`src/rtl/card_clk_gate_pkg.sv`:
```
package card_clk_gate_pkg;

    typedef enum logic [1:0] {
        ST_OFF  = 2'd0,
        ST_FULL = 2'd1,
        ST_SLOW = 2'd2,
        ST_HOLD = 2'd3
    } ccg_state_t;

    // Idle divisor for exponent n: 2^n + 1 base cycles per strobe.
    function automatic int unsigned ccg_divisor(input int unsigned n);
        return (32'd1 << n) + 32'd1;
    endfunction

endpackage

```
`src/rtl/ccg_policy.sv`:
```
module ccg_policy
    import card_clk_gate_pkg::*;
(
    input  logic       en,
    input  logic       pwr_save,
    input  logic       bus_busy,
    input  logic       xfer_read,
    input  logic       rd_hold_en,
    input  logic       wr_hold_en,
    input  logic       fifo_full,
    input  logic       fifo_empty,
    output ccg_state_t nxt_state
);

    logic rd_stall;
    logic wr_stall;

    // Read side: no room to accept data. Write side: nothing to send.
    assign rd_stall = rd_hold_en && xfer_read && fifo_full;
    assign wr_stall = wr_hold_en && !xfer_read && fifo_empty;

    always_comb begin
        if (!en) begin
            nxt_state = ST_OFF;
        end else if (bus_busy && (rd_stall || wr_stall)) begin
            nxt_state = ST_HOLD;
        end else if (bus_busy || !pwr_save) begin
            nxt_state = ST_FULL;
        end else begin
            nxt_state = ST_SLOW;
        end
    end

endmodule

```
`src/rtl/ccg_divider.sv`:
```
module ccg_divider
    import card_clk_gate_pkg::*;
#(
    parameter int DIV_W = 3
) (
    input  logic             clk,
    input  logic             rst_n,
    input  logic             slow_next,
    input  logic [DIV_W-1:0] idle_div,
    output logic             fire
);

    localparam int CNT_W = 1 << DIV_W;

    logic [DIV_W-1:0] div_q;
    logic [CNT_W-1:0] cnt_q;
    logic [CNT_W-1:0] last_cnt;
    logic             div_chg;

    assign div_chg  = (idle_div != div_q);
    assign last_cnt = CNT_W'(ccg_divisor(32'(div_q)) - 32'd1);
    assign fire     = slow_next && !div_chg && (cnt_q == last_cnt);

    always_ff @(posedge clk or negedge rst_n) begin
        if (!rst_n) begin
            div_q <= '0;
            cnt_q <= '0;
        end else begin
            div_q <= idle_div;
            if (!slow_next) begin
                cnt_q <= '0;
            end else if (div_chg) begin
                // Restart: count as if a strobe happened one cycle ago.
                cnt_q <= CNT_W'(1);
            end else if (cnt_q == last_cnt) begin
                cnt_q <= '0;
            end else begin
                cnt_q <= cnt_q + CNT_W'(1);
            end
        end
    end

    // the count never reaches the divisor of the stored field
    a_r3_cnt_bound: assert property (@(posedge clk) disable iff (!rst_n)
        32'(cnt_q) < ccg_divisor(32'(div_q)));

    // a field change clears the count for a fresh period
    a_r5_restart: assert property (@(posedge clk) disable iff (!rst_n)
        (slow_next && div_chg) |=> (cnt_q == CNT_W'(1)));

endmodule

```
`src/rtl/card_clk_gate.sv`:
```
module card_clk_gate
    import card_clk_gate_pkg::*;
#(
    parameter int DIV_W = 3
) (
    input  logic             clk,
    input  logic             rst_n,
    input  logic             en,
    input  logic             pwr_save,
    input  logic [DIV_W-1:0] idle_div,
    input  logic             rd_hold_en,
    input  logic             wr_hold_en,
    input  logic             bus_busy,
    input  logic             xfer_read,
    input  logic             fifo_full,
    input  logic             fifo_empty,
    output logic             tick_o,
    output logic             card_clk_o
);

    ccg_state_t state_q;
    ccg_state_t nxt_state;
    logic       slow_fire;
    logic       tick_nxt;

    ccg_policy u_policy (
        .en         (en),
        .pwr_save   (pwr_save),
        .bus_busy   (bus_busy),
        .xfer_read  (xfer_read),
        .rd_hold_en (rd_hold_en),
        .wr_hold_en (wr_hold_en),
        .fifo_full  (fifo_full),
        .fifo_empty (fifo_empty),
        .nxt_state  (nxt_state)
    );

    ccg_divider #(.DIV_W(DIV_W)) u_divider (
        .clk       (clk),
        .rst_n     (rst_n),
        .slow_next (nxt_state == ST_SLOW),
        .idle_div  (idle_div),
        .fire      (slow_fire)
    );

    // State register
    always_ff @(posedge clk or negedge rst_n) begin
        if (!rst_n) begin
            state_q <= ST_OFF;
        end else begin
            state_q <= nxt_state;
        end
    end

    // Strobe decision for the state being entered
    always_comb begin
        unique case (nxt_state)
            ST_FULL: tick_nxt = 1'b1;
            ST_SLOW: tick_nxt = slow_fire;
            ST_HOLD: tick_nxt = 1'b0;
            default: tick_nxt = 1'b0;
        endcase
    end

    // Registered outputs
    always_ff @(posedge clk or negedge rst_n) begin
        if (!rst_n) begin
            tick_o     <= 1'b0;
            card_clk_o <= 1'b0;
        end else begin
            tick_o <= tick_nxt;
            if (nxt_state == ST_OFF) begin
                card_clk_o <= 1'b0;
            end else begin
                card_clk_o <= card_clk_o ^ tick_nxt;
            end
        end
    end

    // disabled means silent outputs one cycle later
    a_r1_off_silent: assert property (@(posedge clk) disable iff (!rst_n)
        !en |=> (!tick_o && !card_clk_o));

    // busy (or save off) without stall gives a strobe next cycle
    a_r2_full_rate: assert property (@(posedge clk) disable iff (!rst_n)
        (en && (bus_busy || !pwr_save)
            && !(bus_busy && rd_hold_en && xfer_read && fifo_full)
            && !(bus_busy && wr_hold_en && !xfer_read && fifo_empty))
        |=> tick_o);

    // read hold on a full FIFO
    a_r6_read_hold: assert property (@(posedge clk) disable iff (!rst_n)
        (en && bus_busy && rd_hold_en && xfer_read && fifo_full) |=> !tick_o);

    // write hold on an empty FIFO
    a_r7_write_hold: assert property (@(posedge clk) disable iff (!rst_n)
        (en && bus_busy && wr_hold_en && !xfer_read && fifo_empty) |=> !tick_o);

    // card clock flips exactly on strobes while enabled
    a_r9_clk_follows: assert property (@(posedge clk) disable iff (!rst_n)
        (state_q != ST_OFF) |-> (card_clk_o == ($past(card_clk_o) ^ tick_o)));

endmodule

```
`config.mk`:
```
export PLATFORM = sky130hd
export DESIGN_NAME = card_clk_gate
export DESIGN_NICKNAME = d
export VERILOG_FILES = /design/src/rtl/card_clk_gate_pkg.sv /design/src/rtl/ccg_policy.sv /design/src/rtl/ccg_divider.sv /design/src/rtl/card_clk_gate.sv
export SDC_FILE = /design/constraint.sdc
export NUM_CORES = 1
export LEC_CHECK = 0
export ABC_AREA = 0
export BUFFER_PORTS_ARGS = -buffer_cell sky130_fd_sc_hd__buf_2
export CORE_MARGIN = 4
export CORE_UTILIZATION = 45
export CTS_CLUSTER_SIZE = 25
export DETAILED_ROUTE_END_ITERATION = 6
export PLACE_DENSITY = 0.66
export SLEW_MARGIN = 20
export SYNTH_ARGS = -nofsm -noshare
export SYNTH_HDL_FRONTEND = slang
export SYNTH_SLANG_ARGS = --single-unit
```
`constraint.sdc`:
```
create_clock -name clk -period 3.2 [get_ports clk]
set_input_delay 0.64 -clock clk [delete_from_list [all_inputs] [get_ports clk]]
set_output_delay 0.64 -clock clk [all_outputs]
set_load 0.05 [all_outputs]
```
# Word level (Yosys, flattened, before mapping)

Cells that the tools add are included.
Widths: inputs -> output; s select.

Bits in registers: 13

Equal/unequal tests: 4
Shifts and indexed selects: 1
Bitwise operators: 1
Reductions and logical operators: 13
Muxes and demuxes: 8
$add $sub $neg: 3

Operators by type and width:

| cell                | count |
|---|---|
| $mux 8              | 3 |
| $add 8x1->8 const B | 2 |
| $eq 8x8->1          | 1 |
| $shl 1x3->8 const A | 1 |
| $sub 8x1->8 const B | 1 |
| $logic_and 1x1->1   | 7 |
| $mux 2              | 3 |
| $logic_not 1->1     | 3 |
| $ne 3x3->1          | 1 |
| $eq 2x1->1 const B  | 1 |
| $eq 2x2->1 const B  | 1 |
| $logic_not 2->1     | 1 |
| $logic_or 1x1->1    | 2 |
| $pmux 1 s2          | 1 |
| $mux 1              | 1 |
| $xor 1x1->1         | 1 |

# Longest topological paths before layout

Gate-level depths: netlist of run 1.

Depth in word-level cells: 13
Gate-level depth with buffers: 9
Gate-level depth less buffers: 9

# Modules after synthesis

Synthesis of run 1 repeated with hierarchy kept, for this count alone.

Cell total of the unflattened synthesis: 86
Area, all modules: 859.6 um^2

Modules (own cells, without submodules):

| module        | instances | cells each | area an instance (um^2) |
|---|---|---|---|
| ccg_divider   | 1         | 67         | 670.6 |
| card_clk_gate | 1         | 12         | 137.6 |
| ccg_policy    | 1         | 7          | 51.3 |

# Worst setup path before layout of run 1

Ideal clock, no wire load.

Path kind: input to register
From: input port fifo_full
To: register card_clk_o
Library setup time: 0.069 ns
Data required time: 3.131 ns
Arrival: 2.145 ns
Buffers on the path: 0
Stages: 9
Path slack: 0.986 ns
Cells stage by stage: nand3_1 o211ai_1 o211ai_1 inv_1 ha_1 or4b_2 o21ai_0 a21oi_1 nand3_1

Longest elaborated chain between the ends: 11

RTL lines:

| element                        | RTL line                                 | source |
|---|---|---|
| start, declared                | card_clk_gate.sv:15                      | `input logic fifo_full,` |
| $logic_and 1x1->1 *            | ccg_policy.sv:19                         | `assign rd_stall = rd_hold_en && xfer_read && fifo_full;` |
| $logic_or 1x1->1 *             | ccg_policy.sv:25                         | `end else if (bus_busy && (rd_stall \|\| wr_stall)) begin` |
| $logic_and 1x1->1 *            | ccg_policy.sv:25                         |  |
| $mux 2 *                       | ccg_policy.sv:25                         |  |
| $mux 2 *                       | ccg_policy.sv:23                         | `if (!en) begin` |
| $eq 2x2->1                     | card_clk_gate.sv:41, card_clk_gate.sv:57 |  |
| $logic_and 1x1->1 (2 in a row) | ccg_divider.sv:22                        | `assign fire = slow_next && !div_chg && (cnt_q == last_cnt);` |
| $pmux 1 s2                     | card_clk_gate.sv:57                      | `unique case (nxt_state)` |
| $xor 1x1->1                    | card_clk_gate.sv:75                      | `card_clk_o <= card_clk_o ^ tick_nxt;` |
| $mux 1 *                       | card_clk_gate.sv:72                      | `if (nxt_state == ST_OFF) begin` |
| end signal, assigned           | card_clk_gate.sv:75                      |  |
| end, declared                  | card_clk_gate.sv:18                      | `output logic card_clk_o` |

Mark *: on every way between the ends. The rest lies on a longest branch, timed or not.

# Worst setup path in the final report of run 1

From: input port rd_hold_en
To: register card_clk_o

Longest elaborated chain between the ends: 12

RTL lines:

| element                          | RTL line                                 | source |
|---|---|---|
| start, declared                  | card_clk_gate.sv:11                      | `input logic rd_hold_en,` |
| $logic_and 1x1->1 * (2 in a row) | ccg_policy.sv:19                         |  |
| $logic_or 1x1->1 *               | ccg_policy.sv:25                         |  |
| $logic_and 1x1->1 *              | ccg_policy.sv:25                         |  |
| $mux 2 *                         | ccg_policy.sv:25                         |  |
| $mux 2 *                         | ccg_policy.sv:23                         |  |
| $eq 2x2->1                       | card_clk_gate.sv:41, card_clk_gate.sv:57 |  |
| $logic_and 1x1->1 (2 in a row)   | ccg_divider.sv:22                        |  |
| $pmux 1 s2                       | card_clk_gate.sv:57                      |  |
| $xor 1x1->1                      | card_clk_gate.sv:75                      |  |
| $mux 1 *                         | card_clk_gate.sv:72                      |  |

Marked as above.

==> results of run 1 <==
-- per-layer routing --
layer  global-route usage [%]  vias up  share of wire, %
li1                         -      374                 -
met1                    19.09      346                49
met2                    22.51        8                46
met3                    3.601        2               4.2
met4                    6.224        0              0.56
met5                        0        -                 0
-- worst max-delay path, stage by stage --
cell      delay [ps]
buf_2            100
nand3_1           70
o211ai_1          90
o211ai_1         150
inv_1             80
ha_1             320
or4b_2           670
o21ai_0           90
a21oi_1           60
nand3_1           90
-- placed cells by master, fill, tap and decap left out, types with 2 or more instances in the layout --
cell type / netlist / final
and4bb_2: 2 / 2
clkbuf_4: 0 / 3
dfrtp_1: 13 / 13
and3_1: 2 / 2
o21ai_0: 2 / 2
xnor2_1: 4 / 4
buf_2: 1 / 14
inv_1: 5 / 5
a21oi_1: 2 / 2
nand3_1: 9 / 9
a2111oi_4: 2 / 2
nand2_1: 2 / 2
nor3b_1: 2 / 2
o211ai_1: 2 / 2
a31oi_1: 2 / 2
nor2_1: 11 / 11
xor2_1: 5 / 5
a32o_1: 2 / 2
nand2b_1: 2 / 2
ha_1: 4 / 4
-- registers in the layout (all words and copies together), names as in the netlist --
signal / count
card_clk_o: 1
tick_o: 1
u_divider.cnt_q: 8
u_divider.div_q: 3
-- power breakdown --
part / internal [W] / switching, W / leakage (nW) / total, W
combinational: 0.0000405 / 0.0000616 / 0.253 / 0.000102
clock: 0.0000483 / 0.0000561 / 0.0150 / 0.000104
sequential: 0.000173 / 0.0000143 / 0.173 / 0.000188
-- path summary, 6_finish.rpt --
check	start	cells after the start	endpoint
max	rd_hold_en	10	card_clk_o$_DFF_PN0_
min	rst_n	1	u_divider.div_q[1]$_DFF_PN0_
max reg2reg	u_divider.div_q[2]$_DFF_PN0_	5	u_divider.cnt_q[2]$_DFF_PN0_
min reg2reg	u_divider.cnt_q[7]$_DFF_PN0_	2	u_divider.cnt_q[7]$_DFF_PN0_
max in group asynchronous	rst_n	1	u_divider.cnt_q[1]$_DFF_PN0_
min in group clk	idle_div[0]	1	u_divider.div_q[0]$_DFF_PN0_
-- logic make-up after synthesis --
family          after synthesis
compound gates               20
xor+xnor                      9
fa+ha+maj                     4
buf+inv                       8
flops                        13
mux                           1
simple gates                 39
-- through the flow --
stage / util, % / std cells
after floorplan: - / 94
after global placement: 52.53 / 132
after detailed placement: 52.53 / 132
after CTS: 53.85 / 136
after global routing: 53.85 / 136
final: 53.85 / 136
-- cell type report --
type                    count  area [sq um]  area share (%)
multi-input cells          73         593.1           55.57
flip-flops and latches     13         325.3           30.48
repair buffers             14         70.07           6.565
well taps                  27         33.78           3.165
clock buffers               4         26.28           2.462
inverters                   5         18.77           1.759
==> flow_summary.yaml, run 1 <==
timing:
  fin_crit_sh_pct: 66.80
  finalSetupTns_ps: 0
  finClkSkew_ps: 4.767
  finalCriticalPeriod_ps: 2138
  hold_viol: 0
  slew_viol_final: 0
  slew_headroom_pct: 69.69
  rsz0062_at_grt: "false"
  max_freq_mhz: 467.8
  setup_slack_ps: 1062
  tightestPinTransition_ps: 454.7
  finalSetupViolCount: 0
  hold_slack_ps: 236.7
clock_tree:
  htreeDepth: 1
  clock_path_buffers: 2
  post_cts_resized: 0
  clock_sinks: 13
  ctsHoldBuffers: 0
  cts_root_buf: "clkbuf_4"
  cts.clk_slew.worst_paths_ps: 90
  cts_tree: "built"
  cts_inserted_buffers: 3
  clkLatencyLatePin_ps: 270
  cts_setup_buffers: 0
critical_path:
  ff2ff_setup_slack_ps: 1380
  start_kind: "primary input"
  arrival_ps: 2350
  cp.required_ps: 3420
  end_kind: "register"
  critPathKind: "in2reg"
  worstPathMaxFanout: 4
floorplan:
  initial_core_util_pct: 48.30
  std_cell_rows: 16
  die_y_microns: 54.12
  die_w_microns: 54.12
  ioPinCount: 15
  die_area_sq_um: 2929
  core-area_sq_um: 1982
routing:
  drt_first_pass_iters: 4
  remaining_drc_errors: 0
  ant_nets: 0
  via_count: 730
  drtIter0Drc: 10
  wl_mm: 1.799
  via_per_inst: 5.368
  wire_per_inst_microns: 13.23
cells_and_area:
  final_layout_size_suffix_gt1_share_pct: 26.61
  n_antenna_cell: 0
  area_growth_pct: 11.50
  fillers: 183
  design_area_sq_um: 1067
  fin_nets: 127
outcome:
  status: "completed"
logic_synthesis:
  synthCells: 94
  ys.flop_type: "dfrtp_1"
  synth_top_cell_by_area: "dfrtp_1"
  yosys.area_share.simple_pct: 25.10
  synth_compound_area_share_pct: 22.35
  synth_xor_area_share_pct: 8.235
  synth_top_area_share_pct: 33.99
  synth-edff-count: 0
  syn_nets: 111
  synthMuxAreaShare_pct: 1.046
  synthAdderAreaFrac_pct: 5.229
  ys_ff_latch: 13
  synth.most_common_cell: "dfrtp_1"
  seq_area_frac_synth_pct: 33.99
  synth_top_family_by_area: "simple AND/OR/NAND/NOR gates"
  ys_top_cells_by_area: "dfrtp_1, a2111oi_4, ha_1, nand3_1, xor2_1"
  yosys.cell_types.count: 38
  synth.avg_cell_area_sq_um: 10.18
  synth_common_cells: "dfrtp_1, nor2_1, nand3_1, inv_1, xor2_1"
  netlist_area_sq_um: 957.2
  yosys_warnings: 0
  async_flop_share_pct: 100.0
grt:
  first_global_vias: 684
  grt_pass1_wl_mm: 3.084
  grt_overflow: 0
  antenna_found_initial: 0
  grt_max_degree: 14
  grt_util_all_layers_pct: 14.56
power_and_ir_drop:
  p_leak_nw: 0.4407
  powerDensity_nw_per_um2: 369.3
  p_total_w: 0.0003942
  peakVddDrop_uv: 174.5
job:
  maxCapViolations: 0
hold_path:
  hp-class: "in2async"
placement:
  placed_area_sq_um: 1041
  dp_slack_ps: 776.4
  gp_congestion: 0.8022
  dp_hpwl_mm: 1.342
  numPortBuffers: 14
No activity file was read; power rests on OpenSTA's default activity.
==> run 2: changes to the inputs <==
==> constraint.sdc (replaced) <==
create_clock -name clk -period 2.1 [get_ports clk]
set_input_delay 0.42 -clock clk [delete_from_list [all_inputs] [get_ports clk]]
set_output_delay 0.42 -clock clk [all_outputs]
set_load 0.05 [all_outputs]
==> run 2 against run 1 <==
Effect of this change:
- utilization up 1.1 points
- flip-flop and latch count unchanged
- first-iteration DRC count up 90%
- non-clock buffer count up 3
- register-to-register slack worse by 1100 ps
- power up 54%
- cell area up 2.1%
- global-route usage up 0.98 points
- clock power up 52%
- sequential power up 53%
- largest power group unchanged
==> flow_summary.yaml, run 2 (synthesis gave the netlist of run 1 again) <==
hold_path:
  hp-class: "in2async"
floorplan:
  die_w_microns: 54.12
  std_cell_rows: 16
  core-area_sq_um: 1982
  die_area_sq_um: 2929
  initial_core_util_pct: 48.30
  ioPinCount: 15
  die_y_microns: 54.12
critical_path:
  path_delay_family: "compound AO/OA/AOI/OAI gates"
  path_cells: "and3b_1, a2111oi_4, o22ai_2, o21ai_4, nor2_1"
  cp.required_ps: 2250
  ff2ff_setup_slack_ps: 240
  arrival_ps: 2020
  crit_buf_inv: 0
  start_kind: "register"
  max_stage_delay_ps: 550
  slowest_stage: "dfrtp_1"
  worstPathMaxFanout: 12
  end_kind: "register"
  critPathKind: "reg2reg"
grt:
  grt_pass1_wl_mm: 3.312
  grt_util_all_layers_pct: 15.55
  grtUsageMet3_pct: 4.986
  busiest_layer: "met2"
  antenna_found_initial: 0
  grt_max_degree: 14
  grt_overflow: 0
  use_met1_pct: 19.29
  use_met2_pct: 26.49
  first_global_vias: 743
timing:
  finalSetupViolCount: 0
  max_freq_mhz: 537.2
  hold_slack_ps: 13.81
  fin_crit_sh_pct: 88.64
  rsz0062_at_grt: "false"
  finClkSkew_ps: 9.085
  slew_headroom_pct: 69.79
  slew_viol_final: 0
  hold_viol: 0
  tightestPinTransition_ps: 453.1
  setup_slack_ps: 238.5
  finalSetupTns_ps: 0
  finalCriticalPeriod_ps: 1861
routing:
  remaining_drc_errors: 0
  wl_mm: 1.934
  drtIter0Drc: 19
  drt_first_pass_iters: 4
  ant_nets: 0
  via_count: 768
  via_per_inst: 5.525
  wire_per_inst_microns: 13.91
cells_and_area:
  multi_input_area_sq_um: 593.1
  reg_top3: "u_divider.cnt_q x8, u_divider.div_q x3"
  fin_nets: 130
  design_area_sq_um: 1090
  area_growth_pct: 13.86
  fillers: 174
  regMostFlops: "u_divider.cnt_q"
  final_layout_size_suffix_gt1_share_pct: 28.57
  n_antenna_cell: 0
  final_cell_mix: "buf_2, dfrtp_1, nor2_1, nand3_1"
  seq_area_sq_um: 325.3
  largest_reg_flops: 8
  layout_commonest_cell: "buf_2"
outcome:
  status: "completed"
clock_tree:
  ctsHoldBuffers: 0
  cts_tree: "built"
  clock_sinks: 13
  clkLatencyLatePin_ps: 280
  clock_path_buffers: 2
  cts_inserted_buffers: 3
  htreeDepth: 1
  post_cts_resized: 0
  cts.clk_slew.worst_paths_ps: 90
  cts_setup_buffers: 0
  cts_root_buf: "clkbuf_4"
placement:
  gp_congestion: 0.8456
  dp_slack_ps: -19.26
  dp_hpwl_mm: 1.451
  placed_area_sq_um: 1064
  numPortBuffers: 14
power_and_ir_drop:
  powerDensity_nw_per_um2: 558.6
  peakVddDrop_uv: 226.0
  p_leak_nw: 0.4547
job:
  maxCapViolations: 0
==> run 2: changes by cell type in the layout (fill, tap and decap cells not counted) <==
cell   change
buf_4      +3
==> run 2: final timing paths <==
check,startpoint,endpoint,cells after the start
worst max-delay path,u_divider.div_q[2]$_DFF_PN0_,u_divider.cnt_q[2]$_DFF_PN0_,5
worst min-delay path,rst_n,u_divider.cnt_q[6]$_DFF_PN0_,1
worst max register to register,u_divider.div_q[2]$_DFF_PN0_,u_divider.cnt_q[2]$_DFF_PN0_,5
worst min register to register,u_divider.cnt_q[4]$_DFF_PN0_,u_divider.cnt_q[4]$_DFF_PN0_,2
max in group asynchronous,rst_n,u_divider.cnt_q[1]$_DFF_PN0_,1
min in group clk,idle_div[2],u_divider.div_q[2]$_DFF_PN0_,1
==> run 2: area by class of cell <==
cell class                      instances  share of cell area (%)
Multi-Input combinational cell         73                   54.42
Sequential cell                        13                   29.85
Timing Repair Buffer                   17                   8.496
Tap cell                               27                   3.100
Clock buffer                            4                   2.411
Inverter                                5                   1.722
==> run 2: metal layers <==
layer  up-vias  part of all wire [%]
li1        384                     -
met2         7                    50
met5         -                     0
met4         0                  0.41
met3         2                   4.0
met1       375                    46
==> run 2: metrics by stage <==
step	std cells	util (%)	power (W)
floorplan	94	-	0.0004067
global placement	135	53.66	0.0004517
detailed placement	135	53.66	0.0004561
CTS	139	54.99	0.0006183
global route	139	54.99	0.0006480
finish	139	54.99	0.0006087
==> run 2: report_power, final <==
group	switching [W]	internal, W
registers	0.0000226	0.000264
clock network	0.0000841	0.0000737
logic	0.0000966	0.0000674
total	0.000203	0.000405
==> run 3: changes to the inputs <==
--- a/config.mk
+++ b/config.mk
@@ -12,6 +12,7 @@
 export CTS_CLUSTER_SIZE = 25
 export DETAILED_ROUTE_END_ITERATION = 6
 export PLACE_DENSITY = 0.66
+export REMOVE_ABC_BUFFERS = 1
 export SLEW_MARGIN = 20
 export SYNTH_ARGS = -nofsm -noshare
 export SYNTH_HDL_FRONTEND = slang
==> run 3 against run 2 <==
Effect of this change:
- count of clock-buffer cells in the layout is the same
- global-route usage is 0.97 points lower
- sequential share of layout area decreased by 0.20 points
- power down 0.34%
- utilization up 0.38 points
- clock power barely moved
- maximum frequency increased by 0.86%
- routed wire length is 5.1% lower
- critical endpoint is now card_clk_o$_DFF_PN0_
==> flow_summary.yaml, run 3 (synthesis gave the netlist of run 1 again) <==
critical_path:
  worstRegToRegCells: 5
  worstReg2RegStart: "u_divider.div_q[0]$_DFF_PN0_"
  end_kind: "register"
  critPathKind: "in2reg"
  arrival_ps: 2060
  cp.required_ps: 2310
  worstPathMaxFanout: 2
  max_stage_delay_ps: 660
  path_cells: "buf_2, nand3_1, o211ai_1, o211ai_1, inv_1, ha_1, or4b_2, o21ai_0, a21oi_1, nand3_1"
  ff2ff_setup_slack_ps: 350
  start_kind: "primary input"
  timing.rr.end: "u_divider.cnt_q[3]$_DFF_PN0_"
  slowest_stage: "or4b_2"
floorplan:
  die_y_microns: 54.12
  initial_core_util_pct: 48.30
  core-area_sq_um: 1982
  die_area_sq_um: 2929
  std_cell_rows: 16
  ioPinCount: 15
  die_w_microns: 54.12
timing:
  finalSetupTns_ps: 0
  fin_crit_sh_pct: 87.89
  finClkSkew_ps: 1.981
  slew_viol_final: 0
  finalCriticalPeriod_ps: 1846
  hold_viol: 0
  slew_headroom_pct: 74.41
  setup_slack_ps: 254.3
  finalSetupViolCount: 0
  max_freq_mhz: 541.8
  tightestPinTransition_ps: 383.0
  rsz0062_at_grt: "false"
grt:
  first_global_vias: 718
  grt_pass1_wl_mm: 3.118
  antenna_found_initial: 0
  grt_util_all_layers_pct: 14.58
  grt_max_degree: 14
  grt_overflow: 0
clock_tree:
  clkLatencyLatePin_ps: 270
  clock_path_buffers: 2
  cts_tree: "built"
  cts_root_buf: "clkbuf_4"
  cts.clk_slew.worst_paths_ps: 80
  post_cts_resized: 0
  htreeDepth: 1
  cts_inserted_buffers: 3
  cts_setup_buffers: 0
  clock_sinks: 13
  ctsHoldBuffers: 0
cells_and_area:
  final_cell_mix: "buf_2, dfrtp_1, nor2_1, nand3_1"
  regMostFlops: "u_divider.cnt_q"
  area_growth_pct: 14.64
  reg_top3: "u_divider.cnt_q x8, u_divider.div_q x3"
  layout_commonest_cell: "buf_2"
  fin_nets: 131
  final_layout_size_suffix_gt1_share_pct: 29.20
  largest_reg_flops: 8
  n_antenna_cell: 0
routing:
  drt_first_pass_iters: 6
  via_count: 774
  ant_nets: 0
  wire_per_inst_microns: 13.11
  via_per_inst: 5.529
  remaining_drc_errors: 0
  drtIter0Drc: 15
  wl_mm: 1.835
placement:
  dp_slack_ps: -4.923
  dp_hpwl_mm: 1.379
  numPortBuffers: 14
  gp_congestion: 0.7698
power_and_ir_drop:
  p_leak_nw: 0.4595
  powerDensity_nw_per_um2: 552.9
  peakVddDrop_uv: 381.2
job:
  maxCapViolations: 0
hold_path:
  hp-class: "in2async"
outcome:
  status: "completed"
run 3: cell count changes in the layout (fill, tap and decap cells not counted), sizes merged:
cell	before	now
buf	17	18
run 3: area by class of cell:
type	instances	area, sq um
fill	177	884.6
multi-input combinational	73	593.1
sequential	13	325.3
timing repair buffer	18	100.1
tap	27	33.78
clock buffer	4	26.28
inverter	5	18.77
run 3: metrics by stage:
stage / std cells / utilization [%] / area, sq um / hold WS, ps / total power, W
floorplan: 91 / - / 937.1 / 124.4 / 0.0004029
global placement: 136 / 54.04 / 1071 / 316.3 / 0.0004518
detailed placement: 136 / 54.04 / 1071 / 321.3 / 0.0004564
CTS: 140 / 55.37 / 1097 / 21.31 / 0.0006106
global route: 140 / 55.37 / 1097 / 23.10 / 0.0006392
finish: 140 / 55.37 / 1097 / 17.10 / 0.0006067
run 3: metal layers:
metal | vias to the layer above | wire length (microns) | global-route usage [%]
li1 | 389 | - | -
met1 | 359 | 879 | 18.98
met2 | 22 | 831 | 23.51
met3 | 4 | 89 | 1.662
met4 | 0 | 35 | 7.469
met5 | - | 0 | 0
run 3: worst max-delay path: cells and delay by family:
| family | cells | cell delay [ps] |
|---|---|---|
| AND/OR/NAND/NOR | 3 | 820 |
| adder cells (fa/ha/maj) | 1 | 290 |
| AO/OA/AOI/OAI | 4 | 380 |
| buffers and inverters | 2 | 160 |
run 3: power breakdown:
group / switching [W] / total [W] / leakage [nW] / internal [W]
logic: 0.0000974 / 0.000166 / 0.272 / 0.0000687
registers: 0.0000217 / 0.000286 / 0.173 / 0.000264
clock network: 0.0000809 / 0.000155 / 0.0150 / 0.0000736
total: 0.000200 / 0.000607 / 0.459 / 0.000407
run 3: how the worst max path moves through the flow:
stage,end,cells after the start,startpoint
3_3_place_gp,card_clk_o$_DFF_PN0_,10,rd_hold_en
4_1_cts,card_clk_o$_DFF_PN0_,10,rd_hold_en
6_report,card_clk_o$_DFF_PN0_,10,rd_hold_en
5_1_grt,card_clk_o$_DFF_PN0_,10,rd_hold_en
3_5_place_dp,card_clk_o$_DFF_PN0_,10,rd_hold_en
2_1_floorplan,card_clk_o$_DFF_PN0_,9,fifo_full
